==> config.mk <==
export PLATFORM = sky130hd
export DESIGN_NAME = quad_alu
export DESIGN_NICKNAME = d
export VERILOG_FILES = /design/src/rtl/alu_pkg.sv /design/src/rtl/alu_opdec.sv /design/src/rtl/alu_logic.sv /design/src/rtl/alu_ripple.sv /design/src/rtl/quad_alu.sv
export SDC_FILE = /design/constraint.sdc
export NUM_CORES = 1
export LEC_CHECK = 0
export BUFFER_PORTS_ARGS = -buffer_cell sky130_fd_sc_hd__buf_2
export CORE_ASPECT_RATIO = 1.1
export CORE_UTILIZATION = 44
export DETAILED_ROUTE_END_ITERATION = 10
export PLACE_DENSITY = 0.86
export SLEW_MARGIN = 30
export SYNTH_ARGS = -nofsm -noshare
export SYNTH_HDL_FRONTEND = slang
export SYNTH_HIERARCHICAL = 1
export SYNTH_SLANG_ARGS = --single-unit
==> constraint.sdc <==
create_clock -name vclk -period 82.2
set_input_delay 20.55 -clock vclk [all_inputs]
set_output_delay 20.55 -clock vclk [all_outputs]
set_load 0.01 [all_outputs]
==> src/rtl/alu_pkg.sv <==
// Package: shared operation codes and result-select types for quad_alu.
// Assumes the top select bit means "invert B and carry in one".
package alu_pkg;

    localparam int ALU_MIN_W = 4;

    typedef enum logic [2:0] {
        OPC_AND = 3'b000,
        OPC_OR  = 3'b001,
        OPC_ADD = 3'b010,
        OPC_SUB = 3'b110
    } alu_opc_e;

    typedef enum logic [1:0] {
        RSEL_AND  = 2'd0,
        RSEL_OR   = 2'd1,
        RSEL_SUM  = 2'd2,
        RSEL_NONE = 2'd3
    } alu_rsel_e;

endpackage

==> src/rtl/alu_opdec.sv <==
// Module: alu_opdec
// Decodes the 3-bit select into datapath controls. The top select bit feeds
// the operand inversion and adder carry-in directly. Assumes nothing about
// which codes are legal: unlisted codes decode to RSEL_NONE.
module alu_opdec
    import alu_pkg::*;
(
    input  logic [2:0] op_sel,
    output logic       inv_b,
    output logic       add_cin,
    output logic       arith,
    output alu_rsel_e  rsel
);

    // Top bit shared by operand inversion and carry-in.
    assign inv_b   = op_sel[2];
    assign add_cin = op_sel[2];

    // Map each code onto a result source; unlisted codes pick nothing.
    always_comb begin
        unique case (op_sel)
            OPC_AND: rsel = RSEL_AND;
            OPC_OR:  rsel = RSEL_OR;
            OPC_ADD: rsel = RSEL_SUM;
            OPC_SUB: rsel = RSEL_SUM;
            default: rsel = RSEL_NONE;
        endcase
    end

    // Arithmetic flags only apply when the sum is selected.
    assign arith = (rsel == RSEL_SUM);

endmodule

==> src/rtl/alu_logic.sv <==
// Module: alu_logic
// Per-bit AND and OR lanes, built with generate. Assumes W >= 1.
module alu_logic #(
    parameter int W = 32
) (
    input  logic [W-1:0] a,
    input  logic [W-1:0] b,
    output logic [W-1:0] and_o,
    output logic [W-1:0] or_o
);

    // One gate pair per bit position.
    for (genvar i = 0; i < W; i++) begin : g_lane
        assign and_o[i] = a[i] & b[i];
        assign or_o[i]  = a[i] | b[i];
    end

endmodule

==> src/rtl/alu_ripple.sv <==
// Module: alu_ripple
// Ripple-carry adder. Besides the sum and the final carry it exports the carry
// into the top bit, which the overflow logic uses. Assumes W >= 2.
module alu_ripple #(
    parameter int W = 32
) (
    input  logic [W-1:0] a,
    input  logic [W-1:0] b,
    input  logic         cin,
    output logic [W-1:0] sum,
    output logic         cout,
    output logic         c_into_msb
);

    // Walk the carry from bit 0 to bit W-1 in one process to keep it acyclic.
    always_comb begin
        logic c;
        c          = cin;
        c_into_msb = 1'b0;
        for (int i = 0; i < W; i++) begin
            if (i == W - 1) c_into_msb = c;
            sum[i] = a[i] ^ b[i] ^ c;
            c      = (a[i] & b[i]) | (a[i] & c) | (b[i] & c);
        end
        cout = c;
    end

endmodule

==> src/rtl/quad_alu.sv <==
// Module: quad_alu (top)
// Combinational four-function ALU with zero, carry and signed-overflow flags.
// Assumes W >= ALU_MIN_W. No clock or reset: the caller registers outputs.
module quad_alu
    import alu_pkg::*;
#(
    parameter int W = 32
) (
    input  logic [W-1:0] opnd_a,
    input  logic [W-1:0] opnd_b,
    input  logic [2:0]   op_sel,
    output logic [W-1:0] result,
    output logic         zero_flag,
    output logic         carry_flag,
    output logic         ovf_flag
);

    localparam int MSB = W - 1;

    if (W < ALU_MIN_W) begin : g_width_chk
        $error("quad_alu: W below minimum");
    end

    logic          inv_b, add_cin, arith;
    alu_rsel_e     rsel;
    logic [W-1:0]  b_eff, and_v, or_v, sum_v;
    logic          cout_v, cmsb_v;

    alu_opdec u_dec (
        .op_sel  (op_sel),
        .inv_b   (inv_b),
        .add_cin (add_cin),
        .arith   (arith),
        .rsel    (rsel)
    );

    alu_logic #(.W(W)) u_logic (
        .a     (opnd_a),
        .b     (opnd_b),
        .and_o (and_v),
        .or_o  (or_v)
    );

    // Conditionally invert B for subtraction.
    assign b_eff = inv_b ? ~opnd_b : opnd_b;

    alu_ripple #(.W(W)) u_add (
        .a          (opnd_a),
        .b          (b_eff),
        .cin        (add_cin),
        .sum        (sum_v),
        .cout       (cout_v),
        .c_into_msb (cmsb_v)
    );

    // Result multiplexer.
    always_comb begin
        unique case (rsel)
            RSEL_AND: result = and_v;
            RSEL_OR:  result = or_v;
            RSEL_SUM: result = sum_v;
            default:  result = '0;
        endcase
    end

    // Flags: wide NOR for zero, arithmetic flags gated by the decode.
    assign zero_flag  = ~|result;
    assign carry_flag = arith & cout_v;
    assign ovf_flag   = arith & (cout_v ^ cmsb_v);

    // Datapath checks, evaluated whenever the inputs change.
    always_comb begin
        logic [W:0] ref_sum;
        logic [W:0] ref_dif;
        ref_sum = {1'b0, opnd_a} + {1'b0, opnd_b};
        ref_dif = {1'b0, opnd_a} + {1'b0, ~opnd_b} + {{W{1'b0}}, 1'b1};
        if (op_sel == OPC_ADD)
            AST_ADD_SUM: assert ({carry_flag, result} == ref_sum);
        if (op_sel == OPC_SUB)
            AST_SUB_DIFF: assert ({carry_flag, result} == ref_dif);
        if (op_sel == OPC_SUB)
            AST_SUB_CIN: assert (add_cin && (b_eff == ~opnd_b));
        if (op_sel == OPC_ADD)
            AST_ADD_OVF: assert (ovf_flag == ((opnd_a[MSB] == opnd_b[MSB]) && (result[MSB] != opnd_a[MSB])));
        if (op_sel == OPC_AND || op_sel == OPC_OR)
            AST_LOGIC_FLAGS: assert (!carry_flag && !ovf_flag);
        if (op_sel == 3'b011 || op_sel == 3'b100 || op_sel == 3'b101 || op_sel == 3'b111)
            AST_UNLISTED: assert (result == '0 && zero_flag && !carry_flag && !ovf_flag);
    end

endmodule

==> summary.md <==
| Metric | Value |
|---|---|
| Sequential cell area | 0 um^2 |
| Sequential-to-total area share from yosys stat | 0% |
| Area post-placement | 0.00280 mm^2 |
| Syn Area/Cell | 9.83 um^2 |
| CP required | 61.65 ns |
| P&R area growth vs syn | 19.1% |
| Share of cells above drive strength 1 | 46.2% |
| Switching Power | 12.4 uW |
| Final critical-path setup slack | 26.90 ns |
| Syn Nets | 338 |
| Endpoint class of the critical path | output pin |
| Post-synthesis mux area share | 13.6% |
| Pre-CTS setup slack | 26.91 ns |
| Antenna fix cells | 0 |
| Pre-antenna DRT Iters | 4 |
| Initial antenna violation count | 0 |
| Final Hold Fails | 0 |
| Sequential share of power | 0% |
| Int Pwr | 10.8 uW |
| Cell Rows | 27 |
| LEAKAGE | 0.00140 uW |
| Ys Warns | 6 |
| Core box area | 0.00507 mm^2 |
| Yosys top cell area share | 27.3% |
| Final period util | 67.3% |
| Via density | 5.26 |
| Outcome | finished clean |
| Final GP Congestion | 0.774 |
| Switching portion of total power | 53.4% |
| Cell count after synthesis | 239 |
| Post-route ant nets | 0 |
| Commonest non-fill, non-tap cell in the layout | buf_2 |
| I/O Buffers | 102 |
| Starting DRT DRC Count | 49 |
| RSZ-0062 raised after global routing | no |
| Pwr Density | 8.29 mW/mm^2 |
| Max-slew violation count | 0 |
| Top area cells in the synthesized netlist | fa_1 27%, mux2i_1 14%, xor2_1 12%, and2_2 10%, or2_1 8.8% |
| Die area | 0.00564 mm^2 |
| DRT Wirelength | 5410 um |
| Ports | 102 |
| Area leader, netlist | fa_1 |
| Pwr Total | 23.2 uW |
| Kind of critical path | input port to output pin |
| Hold/Removal Path Class | input port to output pin |
| Core Util, Final | 55.2% |
| Clock network power share | 0% |
| Compound-Gate Fraction of Synth Area | 14.9% |
| First-pass GRT wire length | 9200 um |
| Fin nets | 426 |
| Slowest library cell on the worst path | buf_4 |
| Post_cts resized | 0 |
| Post-synthesis adder-cell area fraction | 27.3% |
| Simple-gate share of the synthesized area | 23.6% |
| Worst Path Max Fanout | 35 |
| DRC Markers | 0 |
| GRT Residual Overflow | 0 |
| Comb power frac | 100.0% |
| Max VDD drop | 0.00403 mV |
| Tmin final | 55.30 ns |
| Final TNS setup | 0 ns |
| CP startpoint kind | input port |
| Final setup vio count | 0 |
| Die Width | 71.7 um |
| Largest net degree at the start of global routing | 36 |
| Worst-Margin Slew | 0.927 ns |
| Hold Buf Count CTS | 0 |
| Post-DP HPWL | 4420 um |
| # clk buffers | 0 |
| Initial core utilization | 46.4% |
| Die Span Y | 78.6 um |
| Worst EP arrival | 34.75 ns |
| XOR/XNOR share of the synthesized area | 12.3% |
| Commonest non-fill, non-tap cells in the layout | 102 x buf_2, 33 x xor2_1 |
| Cell repeated most along the worst path | fa_1 |
| DR vias | 2015 |
| WL/cell | 14.1 um |
| Synth unique cells | 21 |
| Max-cap violations | 0 |
| Worst stage delay on the critical path | 0.45 ns |
| Fmax | 18.1 MHz |
| Gr usage total | 19.7% |
| Synthesized area | 0.00235 mm^2 |
| Cell area after layout | 0.00280 mm^2 |
| Hold_sp | op_sel[0] |
| Max-slew headroom | 38.1% |
| Postcts setup bufs | 0 |
| Setup crit start | op_sel[2] |
| Vias in the first global route | 2093 |
| Seq cells | 0 |
| Fillers | 483 |
| Largest family of logic cells by synthesized area | adder cells |
-- stage by stage --
| step | instances | hold slack (ns) |
|---|---|---|
| floorplan | 239 | 41.28 |
| global placement | 383 | 41.48 |
| detailed placement | 383 | 41.48 |
| CTS | 383 | 41.48 |
| global route | 383 | 41.54 |
| finish | 383 | 41.48 |
-- power groups by stage --
stage	sequential (uW)	combinational, uW	clock [uW]
3_3_place_gp	0	22.2	0
4_1_cts	0	23.5	0
3_5_place_dp	0	23.5	0
6_report	0	23.2	0
5_1_grt	0	26.2	0
2_1_floorplan	0	16.0	0
-- kinds of logic (layout without fill, tap and decap cells) --
kind of cell	after synthesis	count (layout)
adder cells (fa/ha/maj)	32	32
XOR/XNOR	33	33
AND/OR/NAND/NOR	80	80
multiplexers	32	32
AO/OA/AOI/OAI	33	33
buffers and inverters	29	115
-- area by class of cell --
cell class	count	area [um^2]	area share, %
well taps	58	72.6	2.59
multi-input cells	210	2160	77.1
inverters	11	41.3	1.48
repair buffers	104	526	18.8
-- worst paths after layout --
kind / to / slack (ns) / cells after the start
max: zero_flag / 26.90 / 45
min: ovf_flag / 41.48 / 4
-- metal layers --
| metal | track usage (%) | up-vias | part of all wire, % |
|---|---|---|---|
| met5 | 0 | - | 0 |
| met1 | 23.3 | 966 | 39 |
| li1 | - | 993 | - |
| met4 | 0.588 | 0 | 0.43 |
| met3 | 0.770 | 2 | 3.6 |
| met2 | 40.4 | 54 | 57 |
-- cells in the mapped netlist (all sizes together) --
cell type,number
or2,33
nand4,2
nor4,8
buf,15
mux2i,32
nor2,2
a21o,1
fa,32
xor2,33
and2,34
nor2b,1
o2bb2ai,32
inv,11
clkbuf,3
-- critical path, delay by kind of cell --
kind	cells	cell delay (ns)
AO/OA/AOI/OAI	1	0.10
XOR/XNOR	1	0.15
multiplexers	1	0.13
AND/OR/NAND/NOR	3	0.54
buffers and inverters	7	0.97
adder cells (fa/ha/maj)	32	12.31
No activity file was read; power rests on OpenSTA's default activity.
